--- src/rtl/sreg_pkg.sv ---
package sreg_pkg;
  localparam int ADDR_W = 3;
  localparam int BYTE_W = 8;

  localparam logic [ADDR_W-1:0] OFF_DATA = 3'd0;
  localparam logic [ADDR_W-1:0] OFF_IER  = 3'd1;
  localparam logic [ADDR_W-1:0] OFF_IIR  = 3'd2;
  localparam logic [ADDR_W-1:0] OFF_LCR  = 3'd3;
  localparam logic [ADDR_W-1:0] OFF_MCR  = 3'd4;
  localparam logic [ADDR_W-1:0] OFF_LSR  = 3'd5;
  localparam logic [ADDR_W-1:0] OFF_MSR  = 3'd6;
  localparam logic [ADDR_W-1:0] OFF_SCR  = 3'd7;

  typedef enum logic [3:0] {
    CAUSE_MODEM = 4'h0,
    CAUSE_NONE  = 4'h1,
    CAUSE_THRE  = 4'h2,
    CAUSE_LINE  = 4'h6,
    CAUSE_RXTO  = 4'hC
  } causeT;

  typedef struct packed {
    logic wrDivLo;
    logic wrDivHi;
    logic wrTx;
    logic wrIer;
    logic wrFcr;
    logic wrLcr;
    logic wrMcr;
    logic wrScr;
    logic rdRx;
    logic rdIir;
    logic rdLsr;
    logic rdMsr;
  } regStrobeT;
endpackage

--- src/rtl/sreg_ctrl.sv ---
module sreg_ctrl
  import sreg_pkg::*;
(
  input  logic              regSel,
  input  logic              regWrite,
  input  logic [ADDR_W-1:0] regAddr,
  input  logic              dlab,
  output regStrobeT         stb
);
  logic wrAcc, rdAcc;

  always_comb begin
    wrAcc = regSel && regWrite;
    rdAcc = regSel && !regWrite;
    stb = '0;
    stb.wrDivLo = wrAcc && dlab && (regAddr == OFF_DATA);
    stb.wrDivHi = wrAcc && dlab && (regAddr == OFF_IER);
    stb.wrTx    = wrAcc && !dlab && (regAddr == OFF_DATA);
    stb.wrIer   = wrAcc && !dlab && (regAddr == OFF_IER);
    stb.wrFcr   = wrAcc && (regAddr == OFF_IIR);
    stb.wrLcr   = wrAcc && (regAddr == OFF_LCR);
    stb.wrMcr   = wrAcc && (regAddr == OFF_MCR);
    stb.wrScr   = wrAcc && (regAddr == OFF_SCR);
    stb.rdRx    = rdAcc && !dlab && (regAddr == OFF_DATA);
    stb.rdIir   = rdAcc && (regAddr == OFF_IIR);
    stb.rdLsr   = rdAcc && (regAddr == OFF_LSR);
    stb.rdMsr   = rdAcc && (regAddr == OFF_MSR);
  end
endmodule

--- src/rtl/sreg_dp.sv ---
module sreg_dp
  import sreg_pkg::*;
#(
  parameter int REF_CLK_HZ = 1843200,
  parameter int DEF_BAUD   = 9600
) (
  input  logic              clk,
  input  logic              rstN,
  input  regStrobeT         stb,
  input  logic              regSel,
  input  logic              regWrite,
  input  logic [ADDR_W-1:0] regAddr,
  input  logic [BYTE_W-1:0] regWdata,
  output logic [BYTE_W-1:0] regRdata,
  input  logic              rxNotEmpty,
  input  logic [BYTE_W-1:0] rxHead,
  input  logic              rxOverrun,
  output logic              rxPop,
  output logic              rxFlush,
  output logic              rxDeep,
  input  logic [3:0]        modemIn,
  output logic              txStrobe,
  output logic [BYTE_W-1:0] txByte,
  output logic              loopMode,
  output logic              irq,
  output logic              dlab,
  output logic              oeQ,
  output logic              thrPendQ,
  output logic [3:0]        ierQ
);
  localparam int DIV_RAW = REF_CLK_HZ / DEF_BAUD / 16;
  localparam logic [15:0] DIV_RST = DIV_RAW[15:0];
  localparam logic [BYTE_W-1:0] FCR_KEEP = 8'hC9;

  logic [BYTE_W-1:0] divLoQ, divHiQ, lcrQ, scrQ, fcrQ;
  logic [4:0] mcrQ;
  logic [3:0] linesQ, linesNext, deltaQ, deltaNew;
  causeT cause;
  logic fifoOn, flushNow;

  assign dlab     = lcrQ[7];
  assign loopMode = mcrQ[4];
  assign fifoOn   = fcrQ[0];
  assign rxDeep   = fifoOn;
  assign txStrobe = stb.wrTx;
  assign txByte   = regWdata;
  assign rxPop    = stb.rdRx && rxNotEmpty;

  // modem line source and delta detection
  always_comb begin
    if (mcrQ[4]) linesNext = {mcrQ[3], mcrQ[2], mcrQ[0], mcrQ[1]};
    else         linesNext = modemIn;
    deltaNew[0] = linesNext[0] ^ linesQ[0];
    deltaNew[1] = linesNext[1] ^ linesQ[1];
    deltaNew[2] = linesQ[2] && !linesNext[2];
    deltaNew[3] = linesNext[3] ^ linesQ[3];
  end

  // prioritized interrupt cause
  always_comb begin
    if (oeQ && ierQ[2])             cause = CAUSE_LINE;
    else if (rxNotEmpty && ierQ[0]) cause = CAUSE_RXTO;
    else if (thrPendQ && ierQ[1])   cause = CAUSE_THRE;
    else if ((|deltaQ) && ierQ[3])  cause = CAUSE_MODEM;
    else                            cause = CAUSE_NONE;
  end
  assign irq = (cause != CAUSE_NONE);

  always_comb begin
    flushNow = 1'b0;
    if (stb.wrFcr)
      flushNow = (regWdata[0] ^ fcrQ[0]) || (regWdata[0] && regWdata[1]);
  end
  assign rxFlush = flushNow;

  always_ff @(posedge clk) begin
    if (!rstN) begin
      divLoQ   <= DIV_RST[7:0];
      divHiQ   <= DIV_RST[15:8];
      lcrQ     <= '0;
      scrQ     <= '0;
      fcrQ     <= '0;
      mcrQ     <= '0;
      ierQ     <= '0;
      oeQ      <= 1'b0;
      thrPendQ <= 1'b0;
      linesQ   <= '0;
      deltaQ   <= '0;
    end else begin
      if (stb.wrDivLo) divLoQ <= regWdata;
      if (stb.wrDivHi) divHiQ <= regWdata;
      if (stb.wrLcr)   lcrQ   <= regWdata;
      if (stb.wrScr)   scrQ   <= regWdata;
      if (stb.wrIer)   ierQ   <= regWdata[3:0];
      if (stb.wrMcr)   mcrQ   <= regWdata[4:0];
      if (stb.wrFcr)   fcrQ   <= regWdata[0] ? (regWdata & FCR_KEEP) : '0;
      if (rxOverrun)       oeQ <= 1'b1;
      else if (stb.rdLsr)  oeQ <= 1'b0;
      if (stb.wrTx)
        thrPendQ <= 1'b1;
      else if (stb.rdIir && cause == CAUSE_THRE)
        thrPendQ <= 1'b0;
      linesQ <= linesNext;
      deltaQ <= (stb.rdMsr ? 4'b0 : deltaQ) | deltaNew;
    end
  end

  // read data mux
  always_comb begin
    regRdata = '0;
    if (regSel && !regWrite) begin
      case (regAddr)
        OFF_DATA: regRdata = dlab ? divLoQ : (rxNotEmpty ? rxHead : 8'hFF);
        OFF_IER:  regRdata = dlab ? divHiQ : {4'b0, ierQ};
        OFF_IIR:  regRdata = {fifoOn, fifoOn, 2'b00, cause};
        OFF_LCR:  regRdata = lcrQ;
        OFF_MCR:  regRdata = {3'b0, mcrQ};
        OFF_LSR:  regRdata = {1'b0, 2'b11, 3'b000, oeQ, rxNotEmpty};
        OFF_MSR:  regRdata = {linesQ, deltaQ};
        default:  regRdata = scrQ;
      endcase
    end
  end
endmodule

--- src/rtl/serial_reg_front.sv ---
module serial_reg_front
  import sreg_pkg::*;
#(
  parameter int REF_CLK_HZ = 1843200,
  parameter int DEF_BAUD   = 9600
) (
  input  logic        clk,
  input  logic        rstN,
  input  logic        regSel,
  input  logic        regWrite,
  input  logic [2:0]  regAddr,
  input  logic [7:0]  regWdata,
  output logic [7:0]  regRdata,
  input  logic        rxNotEmpty,
  input  logic [7:0]  rxHead,
  input  logic        rxOverrun,
  output logic        rxPop,
  output logic        rxFlush,
  output logic        rxDeep,
  input  logic [3:0]  modemIn,
  output logic        txStrobe,
  output logic [7:0]  txByte,
  output logic        loopMode,
  output logic        irq
);
  regStrobeT stb;
  logic dlab, oeQ, thrPendQ;
  logic [3:0] ierQ;

  sreg_ctrl i_ctrl (
    .regSel(regSel), .regWrite(regWrite), .regAddr(regAddr),
    .dlab(dlab), .stb(stb)
  );

  sreg_dp #(.REF_CLK_HZ(REF_CLK_HZ), .DEF_BAUD(DEF_BAUD)) i_dp (
    .clk(clk), .rstN(rstN), .stb(stb),
    .regSel(regSel), .regWrite(regWrite), .regAddr(regAddr),
    .regWdata(regWdata), .regRdata(regRdata),
    .rxNotEmpty(rxNotEmpty), .rxHead(rxHead), .rxOverrun(rxOverrun),
    .rxPop(rxPop), .rxFlush(rxFlush), .rxDeep(rxDeep),
    .modemIn(modemIn), .txStrobe(txStrobe), .txByte(txByte),
    .loopMode(loopMode), .irq(irq),
    .dlab(dlab), .oeQ(oeQ), .thrPendQ(thrPendQ), .ierQ(ierQ)
  );
endmodule

--- config.mk ---
export PLATFORM = sky130hd
export DESIGN_NAME = serial_reg_front
export DESIGN_NICKNAME = d
export VERILOG_FILES = /design/src/rtl/sreg_pkg.sv /design/src/rtl/sreg_ctrl.sv /design/src/rtl/sreg_dp.sv /design/src/rtl/serial_reg_front.sv
export SDC_FILE = /design/constraint.sdc
export NUM_CORES = 1
export LEC_CHECK = 0
export ABC_CLOCK_PERIOD_IN_PS = 1800
export BUFFER_PORTS_ARGS = -buffer_cell sky130_fd_sc_hd__buf_2
export CORE_ASPECT_RATIO = 0.9
export CORE_UTILIZATION = 55
export DETAILED_ROUTE_END_ITERATION = 10
export GPL_TIMING_DRIVEN = 0
export PLACE_DENSITY_LB_ADDON = 0.15
export SETUP_SLACK_MARGIN = 0.05
export SYNTH_ARGS = -nofsm -noshare
export SYNTH_HDL_FRONTEND = slang
export SYNTH_SLANG_ARGS = --single-unit
--- constraint.sdc ---
create_clock -name clk -period 1.8 [get_ports clk]
set_input_delay 0.36 -clock clk [delete_from_list [all_inputs] [get_ports clk]]
set_output_delay 0.36 -clock clk [all_outputs]
set_load 0.05 [all_outputs]
==> results.ini <==
[run_status]
outcome=finished with violations
violations=setup timing

[layout]
num_antenna_cells=0
final-seq-area_mm2=0.00106
fill_cells=340
multi_input_gate_area_in_the_final_layout_mm2=0.00186
layout_commonest_cell=dfxtp_1
area_growth_pct=35.7
layout.cells.most_common_list=dfxtp_1 (45), nand2_1 (39), mux2i_1 (36), nor2b_1 (36), buf_2 (34)
final_net_count=417
drive_above_1_share_pct=36.5
finalCoreUtilization_pct=77.6
stdcell_count=454

[die]
placementRows=24
initial_core_util_pct=57.2
floorplan.die.height_um=69.5
dieArea_mm2=0.00535
core_area_mm2=0.00486
top_level_ports=51
die_x_um=77.0

[power_and_ir_drop]
sw_frac_of_total_pct=28.6
share_seq_of_total_power_pct=48.4
p_clk_share_pct=32.8
static-leakage-power_uw=0.00142
cell_internal_pwr_uw=1760
power_density_mw_per_mm2=655
combinational_fraction_of_design_power_pct=18.9
fin_total_pwr_uw=2470
peakVddDrop_v=0.000449
net-switching-power_uw=708

[sta]
timing.fmax_mhz=490
final.setup.tns_ns=-1.32
unrepaired_setup_endpoints_after_global_routing=true
hold_violations=0
post-route-worst-setup-slack_ns=-0.240
clock-skew-final_ns=0.00507
slew_at_the_pin_with_the_worst_max_slew_slack_ns=0.761
max-slew-margin-rel_pct=48.9
fin_crit_sh_pct=113
timing.final.setup_violations=8
finalMaxSlewViolations=0
fin_crit_ns=2.04

[cts]
holdBufCountCts=0
clk_pin_slew_worst_paths_ns=0.10
cts-buffers-inserted=5
htree_num_levels=2
cts_buffer_depth=2
cts-root-buf=clkbuf_8
tritoncts=built
worstSkewPairLatency_ns=0.31
clock_sinks=52

[global_route]
pin_count_of_the_biggest_net_entering_global_routing=17
grt_use_total_pct=34.2
global_route_wire_length_before_repair_um=14000
grt_pass1_vias=2771
grt-ovfl-total=0
grt_antenna_before_repair=0

[synth]
syn_area_mm2=0.00278
synthTopCellsByArea=dfxtp_1 (37%), mux2i_1 (13%), nor2b_1 (8.3%)
synthesis.nets=353
postSynthAreaPerCell_um2=8.58
synth_seq_cells=52
synth_sequential_area_ratio_pct=37.4
post_synth_edffs=0
synth_top_area_share_pct=37.4
asyncSetResetFlopFracSynth_pct=0
ys_warn_count=0
ys.flop_type=dfxtp_1
yosys.cell_types.count=41
synth_area_leader_cell=dfxtp_1
synthCells=324

[worst_setup_path]
critPathLaunchType=register
regToRegSetupSlack_ns=0.21
crit_path_top_delay_cell=a221o_1
critical_path_peak_fanout=6
timing.critical_path.to_type=output port
criticalPathCategory=reg -> out
crit_chain=buf_8, mux2i_1, a221o_1, a31oi_4, buf_6
worstPathRequired_ns=1.44
slowest_delay_ns=0.39
cp_data_arrival_time_ns=1.68

[placement]
dp_hpwl_um=6070
numPlacedInstances=435
io_buffer_count=46
routabilityCongestion=0.979
placement.setup.worst_slack_ns=-0.334

[route]
routed_wirelength_um=8900
routed-via-count=2827
drt-initial-drc-count=319
via_density_per_instance=6.23
drtAntennaViolNets=0
wl_per_cell_um=19.6
first_pass_iters=7
total_drc_errors_in_the_routed_layout=0

[run]
maxCapViolCount=0

[min_path]
holdCritPathClass=in -> reg

## cells by family after synthesis
group | synth area share (%)
buffers and inverters | 6.57
multiplexers | 13.4
AND/OR/NAND/NOR | 22.4
AO/OA/AOI/OAI | 19.3
XOR/XNOR | 0.945
flip-flops | 37.4
## worst paths after layout
| kind | start | to | cells past startpoint |
|---|---|---|---|
| worst max register to register | i_dp.lcrQ[7]$_SDFFE_PN0P_ | i_dp.divLoQ[4]$_SDFFE_PN0P_ | 5 |
| worst min-delay path | rxOverrun | i_dp.oeQ$_SDFFE_PN0P_ | 3 |
| worst max-delay path | i_dp.lcrQ[7]$_SDFFE_PN0P_ | regRdata[0] | 5 |
| worst min register to register | i_dp.divLoQ[0]$_SDFFE_PN0P_ | i_dp.divLoQ[0]$_SDFFE_PN0P_ | 2 |
## through the flow
stage,hold slack [ns],area (um^2)
after floorplan,0.441,2970
after global placement,0.455,3280
after detailed placement,0.459,3280
after CTS,0.277,3690
after global routing,0.307,3770
final,0.279,3770
## final cells by class
| cell class | count | share of cell area [%] |
|---|---|---|
| well taps | 65 | 2.15 |
| plain buffers | 28 | 6.03 |
| flip-flops and latches | 52 | 28.0 |
| clock inverters | 3 | 1.13 |
| inverters | 5 | 0.497 |
| multi-input cells | 236 | 49.3 |
| clock buffers | 5 | 1.82 |
| repair buffers | 60 | 11.1 |
## per-layer routing
layer,global-route usage (%),share of wire (%),vias to the layer above
met5,0,0,-
met4,17.3,4.1,0
met3,6.58,9.9,40
met2,52.2,46,187
met1,46.0,40,1327
li1,-,-,1273
## worst max-delay path, delay by kind of cell (launching register included)
kind / cells / cell delay [ns]
compound gates: 2 / 0.56
flops: 1 / 0.38
buf+inv: 2 / 0.32
mux: 1 / 0.12
## flip-flops by register name, summed over array words and instances, names as in the netlist
register,flops
i_dp.deltaQ,4
i_dp.divHiQ,8
i_dp.divLoQ,8
i_dp.fcrQ,1
i_dp.ierQ,4
i_dp.lcrQ,8
i_dp.linesQ,4
i_dp.mcrQ,5
i_dp.oeQ,1
i_dp.scrQ,8
i_dp.thrPendQ,1
## power groups by stage
stage	clock network [uW]	logic [uW]	registers (uW)
2_1_floorplan	0	282	1210
3_3_place_gp	0	397	1220
3_5_place_dp	0	400	1220
4_1_cts	817	442	1190
5_1_grt	856	488	1200
6_report	810	466	1200
## synth_stat cells (2+ instances only)
library cell and instances:
o21bai_1 2, buf_4 8, nand2b_1 4, o221a_2 2, a31oi_1 6, a22oi_1 3
a32oi_1 3, nor3_2 2, nand4_1 3, and3_1 2, buf_2 8, o221ai_1 8
clkbuf_1 14, a21oi_1 9, nand3_1 8, o211ai_1 2, mux2i_1 36, nor2b_1 37
dfxtp_1 52, a21boi_0 15, nor3_1 3, nor3b_1 2, nand2_1 41, inv_1 3
o21ai_0 23, inv_2 2, nor2_1 10, xnor2_1 3
## timing repair
| action | CTS | global route |
|---|---|---|
| setup buffers | 10 | 4 |
| resized for setup | 70 | 19 |
| pin swaps | 10 | 10 |
| setup endpoints to repair | 12 | 14 |
No activity file was read; power rests on OpenSTA's default activity.
